File: config.mk
export PLATFORM = sky130hd
export DESIGN_NAME = uart_serial_engine
export DESIGN_NICKNAME = d
export VERILOG_FILES = /design/src/rtl/uart_eng_pkg.sv /design/src/rtl/uart_tick_gen.sv /design/src/rtl/uart_tx_path.sv /design/src/rtl/uart_rx_path.sv /design/src/rtl/uart_serial_engine.sv
export SDC_FILE = /design/constraint.sdc
export NUM_CORES = 1
export LEC_CHECK = 0
export ABC_AREA = 0
export BUFFER_PORTS_ARGS = -buffer_cell sky130_fd_sc_hd__buf_2
export CAP_MARGIN = 25
export CORE_AREA = 2 2 113 104
export DETAILED_ROUTE_END_ITERATION = 16
export DIE_AREA = 0 0 115 106
export MAX_ROUTING_LAYER = met4
export PLACE_DENSITY = 0.62
export SYNTH_ARGS = -nofsm -noshare
export SYNTH_HDL_FRONTEND = slang
export SYNTH_SLANG_ARGS = --single-unit
File: constraint.sdc
create_clock -name clk -period 4.6 [get_ports clk]
set_input_delay 0.46 -clock clk [delete_from_list [all_inputs] [get_ports clk]]
set_output_delay 0.46 -clock clk [all_outputs]
set_load 0.05 [all_outputs]
File: src/rtl/uart_eng_pkg.sv
package uart_eng_pkg;
   // Position within a serial frame, shared by both directions
   typedef enum logic [2:0] {
      PH_IDLE,
      PH_START,
      PH_DATA,
      PH_PAR,
      PH_STOP
   } phase_e;

   // Smallest legal ticks-per-bit field value
   localparam int TPB_FLOOR = 3;
endpackage

File: src/rtl/uart_tick_gen.sv
module uart_tick_gen #(
   parameter int DIV_W = 16
) (
   input  logic             clk,
   input  logic             rst_n,
   input  logic             en,
   input  logic [DIV_W-1:0] div,
   output logic             tick
);
   logic [DIV_W-1:0] cnt;

   // Wrap on >= so a smaller divisor written mid-count cannot stall the chain
   assign tick = !en || (cnt >= div);

   always_ff @(posedge clk or negedge rst_n) begin
      if (!rst_n)    cnt <= '0;
      else if (tick) cnt <= '0;
      else           cnt <= cnt + 1'b1;
   end
endmodule

File: src/rtl/uart_tx_path.sv
module uart_tx_path
   import uart_eng_pkg::*;
#(
   parameter int DATA_W = 8,
   parameter int TPB_W  = 4
) (
   input  logic              clk,
   input  logic              rst_n,
   input  logic              tick,
   input  logic [TPB_W-1:0]  tpb,
   input  logic              par_en,
   input  logic              par_odd,
   input  logic [1:0]        stop_sel,
   input  logic              q_valid,
   input  logic [DATA_W-1:0] q_data,
   output logic              q_pop,
   output logic              txd
);
   localparam int CNT_W = TPB_W + 2;
   localparam int BIT_W = (DATA_W > 1) ? $clog2(DATA_W) : 1;
   localparam logic [BIT_W-1:0] LAST_BIT = BIT_W'(DATA_W - 1);

   phase_e            ph;
   logic [CNT_W-1:0]  tcnt;
   logic [BIT_W-1:0]  bidx;
   logic [DATA_W-1:0] shreg;
   logic              pbit;

   logic [CNT_W-1:0]  bit_len, stop_len, el_len;
   logic              el_done, frame_end, can_load;

   always_comb begin
      bit_len = CNT_W'(tpb) + 1'b1;
      unique case (stop_sel)
         2'b00:   stop_len = bit_len;
         2'b01:   stop_len = bit_len + (bit_len >> 1);
         default: stop_len = bit_len << 1;
      endcase
      el_len = (ph == PH_STOP) ? stop_len : bit_len;
   end

   assign el_done   = tick && (tcnt == el_len - 1'b1);
   assign frame_end = (ph == PH_STOP) && el_done;
   assign can_load  = ((ph == PH_IDLE) && tick) || frame_end;
   assign q_pop     = can_load && q_valid;

   always_comb begin
      unique case (ph)
         PH_START: txd = 1'b0;
         PH_DATA:  txd = shreg[0];
         PH_PAR:   txd = pbit;
         default:  txd = 1'b1;
      endcase
   end

   always_ff @(posedge clk or negedge rst_n) begin
      if (!rst_n) begin
         ph    <= PH_IDLE;
         tcnt  <= '0;
         bidx  <= '0;
         shreg <= '0;
         pbit  <= 1'b0;
      end else if (q_pop) begin
         ph    <= PH_START;
         tcnt  <= '0;
         bidx  <= '0;
         shreg <= q_data;
         pbit  <= (^q_data) ^ par_odd;
      end else if (frame_end) begin
         ph   <= PH_IDLE;
         tcnt <= '0;
      end else if (tick && ph != PH_IDLE) begin
         if (el_done) begin
            tcnt <= '0;
            unique case (ph)
               PH_START: ph <= PH_DATA;
               PH_DATA: begin
                  shreg <= shreg >> 1;
                  if (bidx == LAST_BIT) ph <= par_en ? PH_PAR : PH_STOP;
                  else                  bidx <= bidx + 1'b1;
               end
               PH_PAR:  ph <= PH_STOP;
               default: ;
            endcase
         end else begin
            tcnt <= tcnt + 1'b1;
         end
      end
   end
endmodule

File: src/rtl/uart_rx_path.sv
module uart_rx_path
   import uart_eng_pkg::*;
#(
   parameter int DATA_W      = 8,
   parameter int TPB_W       = 4,
   parameter int SYNC_STAGES = 2
) (
   input  logic              clk,
   input  logic              rst_n,
   input  logic              tick,
   input  logic [TPB_W-1:0]  tpb,
   input  logic              par_en,
   input  logic              par_odd,
   input  logic              rxd,
   output logic              push,
   output logic [DATA_W-1:0] data,
   output logic              par_bad,
   output logic              frm_bad
);
   localparam int CNT_W = TPB_W + 1;
   localparam int BIT_W = (DATA_W > 1) ? $clog2(DATA_W) : 1;
   localparam logic [BIT_W-1:0] LAST_BIT = BIT_W'(DATA_W - 1);

   logic [SYNC_STAGES-1:0] sync;

   generate
      if (SYNC_STAGES == 1) begin : g_sync_one
         always_ff @(posedge clk or negedge rst_n) begin
            if (!rst_n) sync <= '1;
            else        sync <= rxd;
         end
      end else begin : g_sync_chain
         always_ff @(posedge clk or negedge rst_n) begin
            if (!rst_n) sync <= '1;
            else        sync <= {sync[SYNC_STAGES-2:0], rxd};
         end
      end
   endgenerate

   logic rx_s, rx_prev;
   assign rx_s = sync[SYNC_STAGES-1];

   phase_e            ph;
   logic [CNT_W-1:0]  tcnt;
   logic [BIT_W-1:0]  bidx;
   logic [DATA_W-1:0] shreg;
   logic              perr;
   logic [CNT_W-1:0]  bit_len, mid;
   logic              samp, last;

   assign bit_len = CNT_W'(tpb) + 1'b1;
   assign mid     = (bit_len - 1'b1) >> 1;
   assign samp    = tick && (tcnt == mid);
   assign last    = tick && (tcnt == bit_len - 1'b1);

   always_ff @(posedge clk or negedge rst_n) begin
      if (!rst_n) begin
         rx_prev <= 1'b1;
         ph      <= PH_IDLE;
         tcnt    <= '0;
         bidx    <= '0;
         shreg   <= '0;
         perr    <= 1'b0;
         push    <= 1'b0;
         data    <= '0;
         par_bad <= 1'b0;
         frm_bad <= 1'b0;
      end else begin
         rx_prev <= rx_s;
         push    <= 1'b0;
         if (ph == PH_IDLE) begin
            if (rx_prev && !rx_s) begin
               ph   <= PH_START;
               tcnt <= '0;
               bidx <= '0;
               perr <= 1'b0;
            end
         end else if (tick) begin
            tcnt <= last ? '0 : tcnt + 1'b1;
            unique case (ph)
               PH_START: begin
                  if (samp && rx_s) ph <= PH_IDLE;
                  else if (last)    ph <= PH_DATA;
               end
               PH_DATA: begin
                  if (samp) shreg <= {rx_s, shreg[DATA_W-1:1]};
                  if (last) begin
                     if (bidx == LAST_BIT) ph <= par_en ? PH_PAR : PH_STOP;
                     else                  bidx <= bidx + 1'b1;
                  end
               end
               PH_PAR: begin
                  if (samp) perr <= rx_s ^ (^shreg) ^ par_odd;
                  if (last) ph <= PH_STOP;
               end
               default: begin
                  if (samp) begin
                     push    <= 1'b1;
                     data    <= shreg;
                     par_bad <= perr;
                     frm_bad <= !rx_s;
                     ph      <= PH_IDLE;
                  end
               end
            endcase
         end
      end
   end
endmodule

File: src/rtl/uart_serial_engine.sv
module uart_serial_engine
   import uart_eng_pkg::*;
#(
   parameter int DIV_W       = 16,
   parameter int TPB_W       = 4,
   parameter int DATA_W      = 8,
   parameter int SYNC_STAGES = 2
) (
   input  logic              clk,
   input  logic              rst_n,
   input  logic              cfg_div_en,
   input  logic [DIV_W-1:0]  cfg_div,
   input  logic [TPB_W-1:0]  cfg_tpb,
   input  logic              cfg_par_en,
   input  logic              cfg_par_odd,
   input  logic [1:0]        cfg_stop_sel,
   input  logic              tx_valid,
   input  logic [DATA_W-1:0] tx_data,
   output logic              tx_pop,
   output logic              txd,
   input  logic              rxd,
   output logic              rx_push,
   output logic [DATA_W-1:0] rx_data,
   output logic              rx_par_bad,
   output logic              rx_frm_bad,
   input  logic              err_clr,
   output logic              rx_err
);
   localparam logic [TPB_W-1:0] TPB_MIN = TPB_W'(TPB_FLOOR);

   generate
      if (TPB_W < 2) begin : g_bad_tpb_w
         $error("TPB_W must hold the minimum ticks-per-bit value");
      end
      if (DATA_W < 2) begin : g_bad_data_w
         $error("DATA_W must be at least 2");
      end
      if (SYNC_STAGES < 1) begin : g_bad_sync
         $error("SYNC_STAGES must be at least 1");
      end
      if (DIV_W < 1) begin : g_bad_div_w
         $error("DIV_W must be at least 1");
      end
   endgenerate

   logic             tick;
   logic [TPB_W-1:0] tpb_eff;

   assign tpb_eff = (cfg_tpb < TPB_MIN) ? TPB_MIN : cfg_tpb;

   uart_tick_gen #(.DIV_W(DIV_W)) tick_i (
      .clk  (clk),
      .rst_n(rst_n),
      .en   (cfg_div_en),
      .div  (cfg_div),
      .tick (tick)
   );

   uart_tx_path #(.DATA_W(DATA_W), .TPB_W(TPB_W)) tx_i (
      .clk     (clk),
      .rst_n   (rst_n),
      .tick    (tick),
      .tpb     (tpb_eff),
      .par_en  (cfg_par_en),
      .par_odd (cfg_par_odd),
      .stop_sel(cfg_stop_sel),
      .q_valid (tx_valid),
      .q_data  (tx_data),
      .q_pop   (tx_pop),
      .txd     (txd)
   );

   uart_rx_path #(.DATA_W(DATA_W), .TPB_W(TPB_W), .SYNC_STAGES(SYNC_STAGES)) rx_i (
      .clk    (clk),
      .rst_n  (rst_n),
      .tick   (tick),
      .tpb    (tpb_eff),
      .par_en (cfg_par_en),
      .par_odd(cfg_par_odd),
      .rxd    (rxd),
      .push   (rx_push),
      .data   (rx_data),
      .par_bad(rx_par_bad),
      .frm_bad(rx_frm_bad)
   );

   always_ff @(posedge clk or negedge rst_n) begin
      if (!rst_n)                                       rx_err <= 1'b0;
      else if (rx_push && (rx_par_bad || rx_frm_bad))   rx_err <= 1'b1;
      else if (err_clr)                                 rx_err <= 1'b0;
   end
endmodule

Word-level counts from Yosys, hierarchy flattened

Index checks and enable logic that the tools add are counted.

Word-level logic and storage cells: 159
Register bits after elaboration: 72
Input port bits: 38
Output and inout port bits: 14

Bitwise logic cells: 5
Equality and inequality tests: 22
Multiplexer cells: 58
Add/sub/neg operators: 10
Reductions and logical operators: 44
$lt $le $gt $ge: 2

Operator list:

| operator              | count |
|---|---|
| $mux 3                | 27 |
| $mux 8                | 5 |
| $mux 6                | 5 |
| $mux 5                | 4 |
| $reduce_and 4->1      | 5 |
| $pmux 3 s3            | 2 |
| $reduce_bool 2->1     | 9 |
| $add 16x1->16 const B | 1 |
| $ge 16x16->1          | 1 |
| $mux 16               | 1 |
| $reduce_xor 8->1      | 2 |
| $eq 3x2->1 const B    | 4 |
| $pmux 6 s2            | 1 |
| $mux 1                | 11 |
| $add 4x1->5 const B   | 2 |
| $logic_and 1x1->1     | 10 |
| $reduce_and 5->1      | 2 |
| $reduce_bool 5->1     | 2 |
| $eq 3x3->1 const B    | 3 |
| $ne 3x1->1 const B    | 3 |
| $reduce_bool 3->1     | 3 |
| $reduce_and 7->1      | 1 |
| $add 3x1->3 const B   | 2 |
| $add 6x1->6 const B   | 1 |
| 24 further kinds      | 34 |

Longest topological paths before layout

Gate-level depths: netlist of the first run.

Word-level depth: 14
Depth in mapped cells: 20
Mapped depth without buffers: 18

Modules after synthesis

From an unflattened synthesis of the first run, not the netlist that was laid out.

Cell total of the unflattened synthesis: 476
Area, all modules: 4959.8 um^2

By module, submodules not included:

| module             | area an instance (um^2) | instances | sequential area each (um^2) | cells each |
|---|---|---|---|---|
| uart_tx_path       | 1896.8                  | 1         | 525.5                       | 194 |
| uart_rx_path       | 1707.9                  | 1         | 854.6                       | 141 |
| uart_tick_gen      | 1293.7                  | 1         | 400.4                       | 133 |
| uart_serial_engine | 61.3                    | 1         | 25.0                        | 8 |

Worst setup path before layout of the first run

Ideal clock, no wire load.

Path type: input-to-output
Start: input port cfg_tpb[3]
End: output port tx_pop
Buffers on the path: 2
Arrival time: 3999 ps
Cell stages on the path: 19
Slack: 141 ps
Data required time: 4140 ps
Cells stage by stage: clkbuf_1 > o21ba_2 > inv_1 > ha_1 > xnor2_1 > inv_1 > fa_1 > o22a_1 > o21ba_2 > inv_1 > ha_1 > xor2_1 > xnor2_1 > nand3_1 > o31ai_1 > and4_1 > buf_4 > nand2_8 > inv_2

Word-level cells in the longest chain between the ends: 12

RTL lines:

| what                | line                     | RTL |
|---|---|---|
| from (decl)         | uart_serial_engine.sv:13 | `input logic [TPB_W-1:0] cfg_tpb,` |
| $lt 4x2->1          | uart_serial_engine.sv:49 | `assign tpb_eff = (cfg_tpb < TPB_MIN) ? TPB_MIN : cfg_tpb;` |
| $mux 4 *            | uart_serial_engine.sv:49 |  |
| $add 4x1->5 *       | uart_tx_path.sv:33       | `bit_len = CNT_W'(tpb) + 1'b1;` |
| $add 6x5->6         | uart_tx_path.sv:36       | `2'b01: stop_len = bit_len + (bit_len >> 1);` |
| $pmux 6 s2          | uart_tx_path.sv:34       | `unique case (stop_sel)` |
| $mux 6 *            | uart_tx_path.sv:39       | `el_len = (ph == PH_STOP) ? stop_len : bit_len;` |
| $sub 6x1->6 *       | uart_tx_path.sv:42       | `assign el_done = tick && (tcnt == el_len - 1'b1);` |
| $eq 6x6->1 *        | uart_tx_path.sv:42       |  |
| $logic_and 1x1->1 * | uart_tx_path.sv:42       |  |
| $logic_and 1x1->1 * | uart_tx_path.sv:43       | `assign frame_end = (ph == PH_STOP) && el_done;` |
| $logic_or 1x1->1 *  | uart_tx_path.sv:44       | `assign can_load = ((ph == PH_IDLE) && tick) \|\| frame_end;` |
| $logic_and 1x1->1 * | uart_tx_path.sv:45       | `assign q_pop = can_load && q_valid;` |
| to (decl)           | uart_serial_engine.sv:19 | `output logic tx_pop,` |

Every way passes the cells marked *; elsewhere a longest branch is shown, timed or not.

Final worst setup path of the first run

Start: input port cfg_tpb[0]
End: output port tx_pop

The elaborated chain is that of the path after synthesis.

==> summary.md, run 1 <==
| Metric | Value |
|---|---|
| Critical path class | in2out |
| Crit share post-route | 95.5% |
| Reg clk slew, reported paths | 0.06 ns |
| Leakage | 2.71 nW |
| Initial DRC Count | 249 |
| Synthesized area per cell | 9.77 um^2 |
| Core box area | 11100 um^2 |
| Hold Vio Cnt, Final | 0 |
| PortBufs | 51 |
| Final antenna-violating net count | 0 |
| Worst-Margin Slew | 0.675 ns |
| Mapped Area | 4890 um^2 |
| FFs w/ async S/R, synth | 100% |
| Die Span X | 115 um |
| Initial core utilization | 44.0% |
| Yosys top cell area share | 35.3% |
| Area delta synth->final | 16.6% |
| # diodes | 0 |
| Share of cells above drive strength 1 | 25.6% |
| Non-filler instance count after layout | 702 |
| Fill cells | 1042 |
| CTS Buffer Depth | 2 |
| Worst Skew | 0.00664 ns |
| Die area | 12200 um^2 |
| Final setup viols | 0 |
| Worst endpoint required time | 4.14 ns |
| First-pass GRT wire length | 17.7 mm |
| GP Congestion | 0.854 |
| Status | complete, no violations |
| Commonest non-fill, non-tap cell in the layout | dfrtp_1 |
| H-tree levels | 3 |
| Worst skew pair latency | 0.34 ns |
| Comb pwr share | 30.4% |
| Cts bufs inserted | 9 |
| Vias | 3890 |
| Row count | 37 |
| Slew HR | 54.6% |
| VDD IR-drop max | 0.218 mV |
| Syn. warnings | 0 |
| Share of the yosys chip area belonging to registers | 36.9% |
| Largest net degree at the start of global routing | 40 |
| Data arrival, critical path | 3.93 ns |
| Number of max-cap violations | 0 |
| Hpwl dp | 7.85 mm |
| Final setup TNS | 0 ns |
| Syn nets | 569 |
| Post-synth EDFFs | 0 |
| Clock network power share | 30.4% |
| First-pass DRT Iterations | 5 |
| Placed insts | 684 |
| Hold Crit Class | in2reg |
| Sequential power share | 39.2% |
| Slew Limit Fails | 0 |
| Initial antenna violation count | 0 |
| CP max FO | 7 |
| Internal power | 1.52 mW |
| CTS tree | yes |
| Seq cells post-synth | 72 |
| Power density over the cells | 409 nW/um^2 |
| Root Buffer | clkbuf_16 |
| Synth top area cells | dfrtp_1, ha_1, xnor2_1 |
| RSZ-0062 raised after global routing | no |
| Number of distinct library cells after synthesis | 77 |
| Ys flop type | dfrtp_1 |
| Die height | 106 um |
| CTS sink count | 72 |
| CP Launch Type | input pin |
| DR vias/cell | 5.54 |
| Most frequent cells in the layout | dfrtp_1, buf_2, inv_1 |
| WL/cell | 14.9 um |
| Total wire length after detailed routing | 10.5 mm |
| Tmin final | 4.39 ns |
| Tot GR Track Use | 18.7% |
| Vias in the first global route | 3794 |
| # Post-CTS Setup Buffers | 0 |
| Nets@finish | 630 |
| Sw Pwr | 0.813 mW |
| Drt drc | 0 |
| IO Pins | 52 |
| Grt total ovfl | 0 |
| Fmax | 0.228 GHz |
| Synth area leader | dfrtp_1 |
| Sw frac | 34.9% |
| Crit end category | output pin |
| Synthesized instance count | 500 |
-- synthesized netlist by cell type, types with 4 or more instances --
cell type   n
nand2_1    24
or3_1       4
o21ai_0    17
mux2_4      4
inv_1      37
nor3_1     11
a211o_1     4
mux2_2     18
a21oi_1    12
o31ai_1     7
a31o_2      6
dfrtp_1    69
nand3b_1   10
clkbuf_1    9
nand2b_1   10
or2_2       8
xor2_1     22
o22ai_1     5
nor2_1     36
o211a_1     6
xnor2_1    30
nand3_1    27
a211oi_1    8
and3_1      9
ha_1       30
-- state kept, by name, indices dropped and copies added, names as in the netlist --
signal / count
rx_i.par_bad: 1
rx_i.frm_bad: 1
tx_i.ph: 3
rx_i.tcnt: 5
rx_i.shreg: 8
rx_i.sync: 2
tx_i.shreg: 8
rx_i.ph: 3
tx_i.bidx: 3
tx_i.tcnt: 6
tx_i.pbit: 1
rx_i.perr: 1
rx_i.rx_prev: 1
tick_i.cnt: 16
rx_i.bidx: 3
rx_i.data: 8
rx_i.push: 1
rx_err: 1
-- final timing paths --
path,startpoint,to,slack [ns],cells after the start
setup reg to reg,tx_i.ph[0],tx_i.shreg[6],0.74,12
hold / removal,rxd,rx_i.sync[0],0.22,1
min in group asynchronous,rst_n,tx_i.tcnt[0],0.53,2
max in group asynchronous,rst_n,rx_i.rx_prev,3.09,4
setup / recovery,cfg_tpb[0],tx_pop,0.21,17
hold reg to reg,rx_i.sync[0],rx_i.sync[1],0.36,0
-- power groups by stage --
stage / sequential, mW / clock, mW / combinational (mW)
floorplan: 0.885 / 0 / 0.561
global placement: 0.919 / 0 / 0.685
detailed placement: 0.925 / 0 / 0.704
CTS: 0.913 / 0.725 / 0.707
global route: 0.939 / 0.754 / 0.802
finish: 0.915 / 0.708 / 0.710
-- logic make-up (layout without fill, tap and decap cells) --
| kind of cell | after synthesis | count (layout) | synth area share (%) |
|---|---|---|---|
| DFF | 72 | 72 | 36.9 |
| muxes | 25 | 25 | 6.02 |
| AOI/OAI and AO/OA | 103 | 103 | 16.1 |
| buffers and inverters | 56 | 122 | 4.97 |
| xor gates and xnor gates | 52 | 52 | 9.32 |
| and+or+nand+nor | 161 | 161 | 18.6 |
| adders and majority gates | 31 | 31 | 8.09 |
-- metal layers --
layer / wire length, um / vias up / global-route usage [%]
met5: 0 / - / -
met1: 5010 / 1861 / 24.4
met4: 164 / 0 / 5.59
met2: 4810 / 94 / 28.9
met3: 504 / 12 / 4.62
li1: - / 1923 / -
-- critical path, cell delays in order --
cell and delay (ns):
buf_2 0.11, o21ba_2 0.24, inv_1 0.04, ha_1 0.23, xnor2_2 0.16, inv_1 0.11
fa_1 0.43, xnor2_1 0.16, o22a_1 0.23, o21ai_2 0.10, or3_1 0.45, xnor2_1 0.18
a32o_1 0.30, a211o_4 0.38, nand2_8 0.09, inv_2 0.04, clkbuf_4 0.20
-- repair_timing --
action,in CTS,in global routing
hold buffers,0,1
resized for setup,0,8
endpoints found under the setup margin,0,1
hold endpoints to repair,0,8
-- layout make-up --
cell class                 instances  area [um^2]  area share, %
sequential                        72         1810           31.7
clock inverter                     7         78.8           1.38
inverter                          38          143           2.50
clock buffer                       9          225           3.95
timing repair buffer              68          400           7.03
multi-input combinational        372         2880           50.5
tap                              136          170           2.99
-- through the flow --
stage	total power [mW]	setup slack (ns)	hold slack (ns)	util (%)	area [um^2]
floorplan	1.45	0.141	0.164	-	4890
global placement	1.60	0.123	0.356	47.9	5330
detailed placement	1.63	0.0736	0.355	47.9	5330
CTS	2.35	0.0462	0.203	50.7	5630
global route	2.50	0.0118	0.200	51.3	5700
finish	2.33	0.206	0.215	51.3	5700
No activity file was read; power rests on OpenSTA's default activity.
==> run 2: changes to the inputs <==
--- a/config.mk
+++ b/config.mk
@@ -6,13 +6,17 @@
 export NUM_CORES = 1
 export LEC_CHECK = 0
 export ABC_AREA = 0
+export ABC_CLOCK_PERIOD_IN_PS = 4600
 export BUFFER_PORTS_ARGS = -buffer_cell sky130_fd_sc_hd__buf_2
 export CAP_MARGIN = 25
+export CELL_PAD_IN_SITES_DETAIL_PLACEMENT = 0
+export CELL_PAD_IN_SITES_GLOBAL_PLACEMENT = 1
 export CORE_AREA = 2 2 113 104
 export DETAILED_ROUTE_END_ITERATION = 16
 export DIE_AREA = 0 0 115 106
+export HOLD_SLACK_MARGIN = 0.03
 export MAX_ROUTING_LAYER = met4
-export PLACE_DENSITY = 0.62
+export PLACE_DENSITY = 0.77
 export SYNTH_ARGS = -nofsm -noshare
 export SYNTH_HDL_FRONTEND = slang
 export SYNTH_SLANG_ARGS = --single-unit
==> run 2 against run 1 <==
Effect of this change: routed wire length shrank 0.84%; maximum frequency is 1.2% higher; die area unchanged; final area decreased by 0.92%; core utilization shrank 0.47 points; final cell count decreased by 0.14%; clock-buffer cell count is 2 higher; flip-flop and latch count unchanged; combinational power about the same; clock power decreased by 7.5%; non-clock buffer count shrank 1; setup slack better by 0.054 ns; critical path type unchanged; critical endpoint unchanged; largest power group unchanged.
==> summary.md, run 2 (synthesized netlist as in run 1, its figures left out) <==
| Metric | Value |
|---|---|
| Hold Vio Cnt, Final | 0 (unchanged) |
| Largest reg by FF count | tick_i.cnt (unchanged) |
| Row count | 37 (unchanged) |
| Hold Crit Class | in2async (was in2reg) |
| Status | complete, no violations (unchanged) |
| Power density over the cells | 404 nW/um^2 (was 409 nW/um^2) |
| Worst skew pair latency | 0.33 ns (was 0.34 ns) |
| CTS tree | yes (unchanged) |
| # Post-CTS Setup Buffers | 0 (unchanged) |
| Worst endpoint required time | 4.14 ns (about the same) |
| Vias in the first global route | 3686 (was 3794) |
| Share of cells above drive strength 1 | 25.3% (was 25.6%) |
| Core box area | 11100 um^2 (unchanged) |
| Vias | 3834 (was 3890) |
| CTS sink count | 72 (unchanged) |
| Multi-input logic area | 2870 um^2 (was 2880 um^2) |
| CP Launch Type | input pin (unchanged) |
| Met2 GRT Util | 27.3% (was 28.9%) |
| Worst Skew | 0.00922 ns (was 0.00664 ns) |
| Die Span X | 115 um (unchanged) |
| IO Pins | 52 (unchanged) |
| Leakage | 2.69 nW (was 2.71 nW) |
| CTS Buffer Depth | 2 (unchanged) |
| CP max FO | 7 (unchanged) |
| Crit end category | output pin (unchanged) |
| Die height | 106 um (unchanged) |
| Final hold slack | 0.175 ns (was 0.215 ns) |
| DR vias/cell | 5.47 (was 5.54) |
| Slew Limit Fails | 0 (unchanged) |
| Critical path class | in2out (unchanged) |
| Largest register FFs | 16 (unchanged) |
| Crit share post-route | 94.3% (was 95.5%) |
| Tmin final | 4.34 ns (was 4.39 ns) |
| Most used routing layer | met2 (unchanged) |
| Initial core utilization | 44.0% (unchanged) |
| Area delta synth->final | 15.5% (was 16.6%) |
| Initial antenna violation count | 0 (unchanged) |
| Root Buffer | clkbuf_16 (unchanged) |
| Met1 Resource Use GR | 26.0% (was 24.4%) |
| Final setup viols | 0 (unchanged) |
| Cts bufs inserted | 9 (unchanged) |
| H-tree levels | 3 (unchanged) |
| Drt drc | 0 (unchanged) |
| First-pass DRT Iterations | 4 (was 5) |
| Most frequent cells in the layout | dfrtp_1, buf_2, inv_1 (unchanged) |
| Die area | 12200 um^2 (unchanged) |
| WL/cell | 14.8 um (was 14.9 um) |
| FF+latch area | 1810 um^2 (unchanged) |
| Overall power | 2.28 mW (was 2.33 mW) |
| Global Route met3 Usage | 3.53% (was 4.62%) |
| VDD IR-drop max | 0.215 mV (was 0.218 mV) |
| GP Congestion | 0.861 (was 0.854) |
| Grt total ovfl | 0 (unchanged) |
| Slew HR | 53.6% (was 54.6%) |
| PortBufs | 51 (unchanged) |
| Reg clk slew, reported paths | 0.06 ns (about the same) |
| Hpwl dp | 7.90 mm (was 7.85 mm) |
| Number of max-cap violations | 0 (unchanged) |
| Fmax | 0.230 GHz (was 0.228 GHz) |
| Total wire length after detailed routing | 10.4 mm (was 10.5 mm) |
| Nets@finish | 629 (was 630) |
| Worst-Margin Slew | 0.696 ns (was 0.675 ns) |
| # diodes | 0 (unchanged) |
| Data arrival, critical path | 3.88 ns (was 3.93 ns) |
| Fill cells | 1030 (was 1042) |
| Tot GR Track Use | 18.3% (was 18.7%) |
| First-pass GRT wire length | 17.5 mm (was 17.7 mm) |
| Largest net degree at the start of global routing | 43 (was 40) |
| Commonest non-fill, non-tap cell in the layout | dfrtp_1 (unchanged) |
| Initial DRC Count | 208 (was 249) |
| Final antenna-violating net count | 0 (unchanged) |
## run 2: critical path, stage by stage
cell,delay [ns]
buf_2,0.15
o21ba_2,0.23
inv_1,0.05
ha_1,0.20
xnor2_2,0.13
inv_1,0.11
fa_1,0.47
o22a_1,0.17
o21ba_2,0.22
inv_1,0.06
ha_2,0.21
o211ai_4,0.12
nor4_4,0.38
xnor2_1,0.18
nor3_1,0.06
a211o_1,0.36
nand2_8,0.11
inv_2,0.04
buf_6,0.14
## run 2: area by class of cell
class | instances | area share, %
clock buffer | 11 | 4.30
multi-input combinational | 372 | 50.7
sequential | 72 | 32.0
timing repair buffer | 67 | 6.76
inverter | 38 | 2.53
tap | 136 | 3.01
clock inverter | 5 | 0.687
## run 2: repair_timing
item,CTS,global route
hold buffers,0,0
setup endpoints to repair,0,1
gates resized for setup,0,9
## run 2: worst paths after layout
check	startpoint	endpoint	slack (ns)	depth (start not counted)
max in group asynchronous	rst_n	rx_i.rx_prev	3.42	2
min in group clk	rxd	rx_i.sync[0]	0.23	1
worst max register to register	tx_i.ph[0]	tx_i.shreg[6]	0.69	12
worst min-delay path	rst_n	tick_i.cnt[10]	0.17	1
worst max-delay path	cfg_tpb[3]	tx_pop	0.26	19
worst min register to register	rx_i.sync[0]	rx_i.sync[1]	0.37	0
## run 2: layer usage
layer / up-vias / wire (um) / part of all wire [%]
li1: 1926 / - / -
met1: 1832 / 5190 / 50
met2: 72 / 4790 / 46
met3: 4 / 351 / 3.4
met4: 0 / 66 / 0.63
met5: - / 0 / 0
## run 2: per-stage QoR
| stage | worst slack, ns | TNS, ns | instances | utilization (%) | instance area [um^2] |
|---|---|---|---|---|---|
| finish | 0.260 | 0 | 701 | 50.8 | 5650 |
| detailed placement | 0.0957 | 0 | 685 | 48.0 | 5330 |
| CTS | 0.0599 | 0 | 701 | 50.5 | 5610 |
| floorplan | 0.141 | 0 | 500 | - | 4890 |
| global route | -0.000342 | -0.000342 | 701 | 50.8 | 5650 |
| global placement | 0.133 | 0 | 685 | 48.0 | 5330 |
## run 2: power by group
part,switching [mW],internal (mW)
clock network,0.272,0.384
registers,0.158,0.758
logic,0.376,0.336
total,0.806,1.48
==> run 3: changes to the inputs <==
--- a/config.mk
+++ b/config.mk
@@ -9,14 +9,14 @@
 export ABC_CLOCK_PERIOD_IN_PS = 4600
 export BUFFER_PORTS_ARGS = -buffer_cell sky130_fd_sc_hd__buf_2
 export CAP_MARGIN = 25
-export CELL_PAD_IN_SITES_DETAIL_PLACEMENT = 0
-export CELL_PAD_IN_SITES_GLOBAL_PLACEMENT = 1
-export CORE_AREA = 2 2 113 104
+export CELL_PAD_IN_SITES_DETAIL_PLACEMENT = 1
+export CELL_PAD_IN_SITES_GLOBAL_PLACEMENT = 2
+export CORE_AREA = 2 2 123 113
 export DETAILED_ROUTE_END_ITERATION = 16
-export DIE_AREA = 0 0 115 106
+export DIE_AREA = 0 0 125 115
 export HOLD_SLACK_MARGIN = 0.03
 export MAX_ROUTING_LAYER = met4
-export PLACE_DENSITY = 0.77
+export PLACE_DENSITY = 0.78
 export SYNTH_ARGS = -nofsm -noshare
 export SYNTH_HDL_FRONTEND = slang
 export SYNTH_SLANG_ARGS = --single-unit
==> run 3 against run 2 <==
Effect of this change: sequential share of layout area shrank 0.71 points; sequential power about the same; critical path depth is the same; clock power increased by 24%; routed wire length up 16%; non-clock buffer count is 3 higher; core utilization shrank 6.8 points; final cell count rose by 5.0%.
==> summary.md, run 3 (synthesized netlist as in run 1, its figures left out) <==
| Metric | Value |
|---|---|
| CTS Buffer Depth | 2 (unchanged) |
| Initial antenna violation count | 0 (unchanged) |
| Slew HR | 39.3% (was 53.6%) |
| Number of max-cap violations | 0 (unchanged) |
| Crit end category | output pin (unchanged) |
| GP Congestion | 0.846 (was 0.861) |
| Nets@finish | 632 (was 629) |
| Worst-Margin Slew | 0.911 ns (was 0.696 ns) |
| Die height | 115 um (was 106 um) |
| Hold Crit Class | in2reg (was in2async) |
| Area delta synth->final | 18.2% (was 15.5%) |
| CTS tree | yes (unchanged) |
| WL/cell | 16.3 um (was 14.8 um) |
| Critical path class | in2out (unchanged) |
| Vias | 3964 (was 3834) |
| Hpwl dp | 9.13 mm (was 7.90 mm) |
| PortBufs | 51 (unchanged) |
| Sw Pwr | 0.818 mW (was 0.806 mW) |
| Power density over the cells | 426 nW/um^2 (was 404 nW/um^2) |
| CP max FO | 7 (unchanged) |
| Worst endpoint required time | 4.14 ns (about the same) |
| Fmax | 0.227 GHz (was 0.230 GHz) |
| Share of cells above drive strength 1 | 25.7% (was 25.3%) |
| Highest metal used | met4 (unchanged) |
| Slowest stage delay, CP | 0.50 ns (was 0.47 ns) |
| Die area | 14400 um^2 (was 12200 um^2) |
| Status | complete, no violations (unchanged) |
| CTS sink count | 72 (unchanged) |
| Setup slack, reg-to-reg | 0.61 ns (was 0.69 ns) |
| Cell family with most CP delay | adder cells (was compound AO/OA/AOI/OAI gates) |
| Initial DRC Count | 212 (was 208) |
| Commonest non-fill, non-tap cell in the layout | dfrtp_1 (unchanged) |
| CP most frequent cell | inv_1 (unchanged) |
| Worst skew pair latency | 0.34 ns (was 0.33 ns) |
| # diodes | 0 (unchanged) |
| Most frequent cells in the layout | dfrtp_1, buf_2, inv_1 (unchanged) |
| DR vias/cell | 5.39 (was 5.47) |
| Initial core utilization | 37.3% (was 44.0%) |
| Final hold slack | 0.220 ns (was 0.175 ns) |
| Place WS | 0.0322 ns (was 0.0957 ns) |
| Clock network power share | 33.0% (was 28.7%) |
| Die Span X | 125 um (was 115 um) |
| Sequential power share | 37.3% (was 40.1%) |
| Final setup TNS | 0 ns (unchanged) |
| Metal2 WL | 6.11 mm (was 4.79 mm) |
| H-tree levels | 3 (unchanged) |
| FF-to-FF path depth | 12 (unchanged) |
| RSZ-0062 raised after global routing | no |
| Cts bufs inserted | 9 (unchanged) |
| Hold Vio Cnt, Final | 0 (unchanged) |
| Grt total ovfl | 0 (unchanged) |
| Row count | 40 (was 37) |
| Largest net degree at the start of global routing | 71 (was 43) |
| Crit share post-route | 95.7% (was 94.3%) |
| Wl on met1 | 5.40 mm (was 5.19 mm) |
| First-pass DRT Iterations | 4 (unchanged) |
| Core box area | 13100 um^2 (was 11100 um^2) |
| Drt drc | 0 (unchanged) |
| Data arrival, critical path | 3.94 ns (was 3.88 ns) |
| Worst Skew | 0.00611 ns (was 0.00922 ns) |
| Slew Limit Fails | 0 (unchanged) |
| Slowest CP cell | fa_1 (unchanged) |
| Leakage | 2.72 nW (was 2.69 nW) |
| Hold-critical path depth | 1 |
| Reg clk slew, reported paths | 0.05 ns (was 0.06 ns) |
| Internal power | 1.64 mW (was 1.48 mW) |
| IO Pins | 52 (unchanged) |
| FF-to-FF End | tx_i.shreg[6] (unchanged) |
| Tmin final | 4.40 ns (was 4.34 ns) |
| Comb pwr share | 29.7% (was 31.2%) |
| Total wire length after detailed routing | 12.0 mm (was 10.4 mm) |
| VDD IR-drop max | 0.195 mV (was 0.215 mV) |
| Final setup viols | 0 (unchanged) |
| Tot GR Track Use | 18.3% (about the same) |
| Post-route setup slack | 0.196 ns (was 0.260 ns) |
| Vias in the first global route | 4192 (was 3686) |
| Hold Path Sink | rx_i.sync[0] |
| Overall power | 2.46 mW (was 2.28 mW) |
| Fill cells | 1509 (was 1030) |
| Bufs and invs on worst path | 6 (unchanged) |
| CP Launch Type | input pin (unchanged) |
| CP cell instances | buf_2 > o21ba_2 > inv_1 > ha_1 > xnor2_1 > inv_1 > fa_1 > o22a_1 > o21ba_2 > inv_1 > ha_2 > xor2_1 > xnor2_1 > nand3_1 > o31ai_1 > and4_4 > nand2_8 > inv_2 > clkbuf_4 (was buf_2 > o21ba_2 > inv_1 > ha_1 > xnor2_2 > inv_1 > fa_1 > o22a_1 > o21ba_2 > inv_1 > ha_2 > o211ai_4 > nor4_4 > xnor2_1 > nor3_1 > a211o_1 > nand2_8 > inv_2 > buf_6) |
| Largest reg by FF count | tick_i.cnt (unchanged) |
| Largest register FFs | 16 (unchanged) |
| Hold Startpoint | rxd |
| Final antenna-violating net count | 0 (unchanged) |
| Root Buffer | clkbuf_16 (unchanged) |
| Worst flop-to-flop path startpoint | tx_i.ph[1] (was tx_i.ph[0]) |
| First-pass GRT wire length | 20.5 mm (was 17.5 mm) |
| Sw frac | 33.2% (was 35.3%) |
| Met3 WL post-DR | 370 um (was 351 um) |
==> run 3: per-layer routing <==
metal,up-vias,global-route usage [%]
li1,1925,-
met1,1975,21.5
met2,53,32.2
met3,11,3.72
met4,0,4.96
met5,-,-
==> run 3: timing repair <==
item	in CTS	in global routing
gates resized for setup	0	8
endpoints found under the hold margin	2	0
buffers inserted	0	1
setup endpoints to repair	0	1
hold buffers	1	0
==> run 3: power groups by stage <==
stage | sequential [mW] | combinational [mW] | clock, mW
finish | 0.918 | 0.732 | 0.812
global placement | 0.922 | 0.694 | 0
floorplan | 0.885 | 0.561 | 0
detailed placement | 0.933 | 0.734 | 0
CTS | 0.921 | 0.740 | 0.834
global route | 0.948 | 0.827 | 0.864
==> run 3: final cells by class <==
class	count	area (um^2)	area share (%)
timing repair buffer	70	403	6.98
clock buffer	11	243	4.20
sequential	72	1810	31.3
tap	168	210	3.64
clock inverter	5	105	1.82
multi-input combinational	372	2870	49.6
inverter	38	143	2.47
==> run 3: how the worst max path moves through the flow <==
stage                    endpoint  startpoint  cells past startpoint  slack (ns)
CTS                        tx_pop  cfg_tpb[3]                     19        0.03
floorplan                  tx_pop  cfg_tpb[3]                     19        0.14
finish                     tx_pop  cfg_tpb[3]                     19        0.20
global route               tx_pop  cfg_tpb[3]                     19       0.005
global placement           tx_pop  cfg_tpb[0]                     19        0.16
detailed placement  tx_i.shreg[6]  cfg_tpb[3]                     18        0.03
==> run 3: per-stage QoR <==
stage,utilization [%],cells,instance area (um^2)
after global routing,44.0,736,5780
after detailed placement,41.0,718,5380
after floorplan,-,500,4890
after CTS,43.8,735,5740
final,44.0,736,5780
after global placement,41.0,718,5380
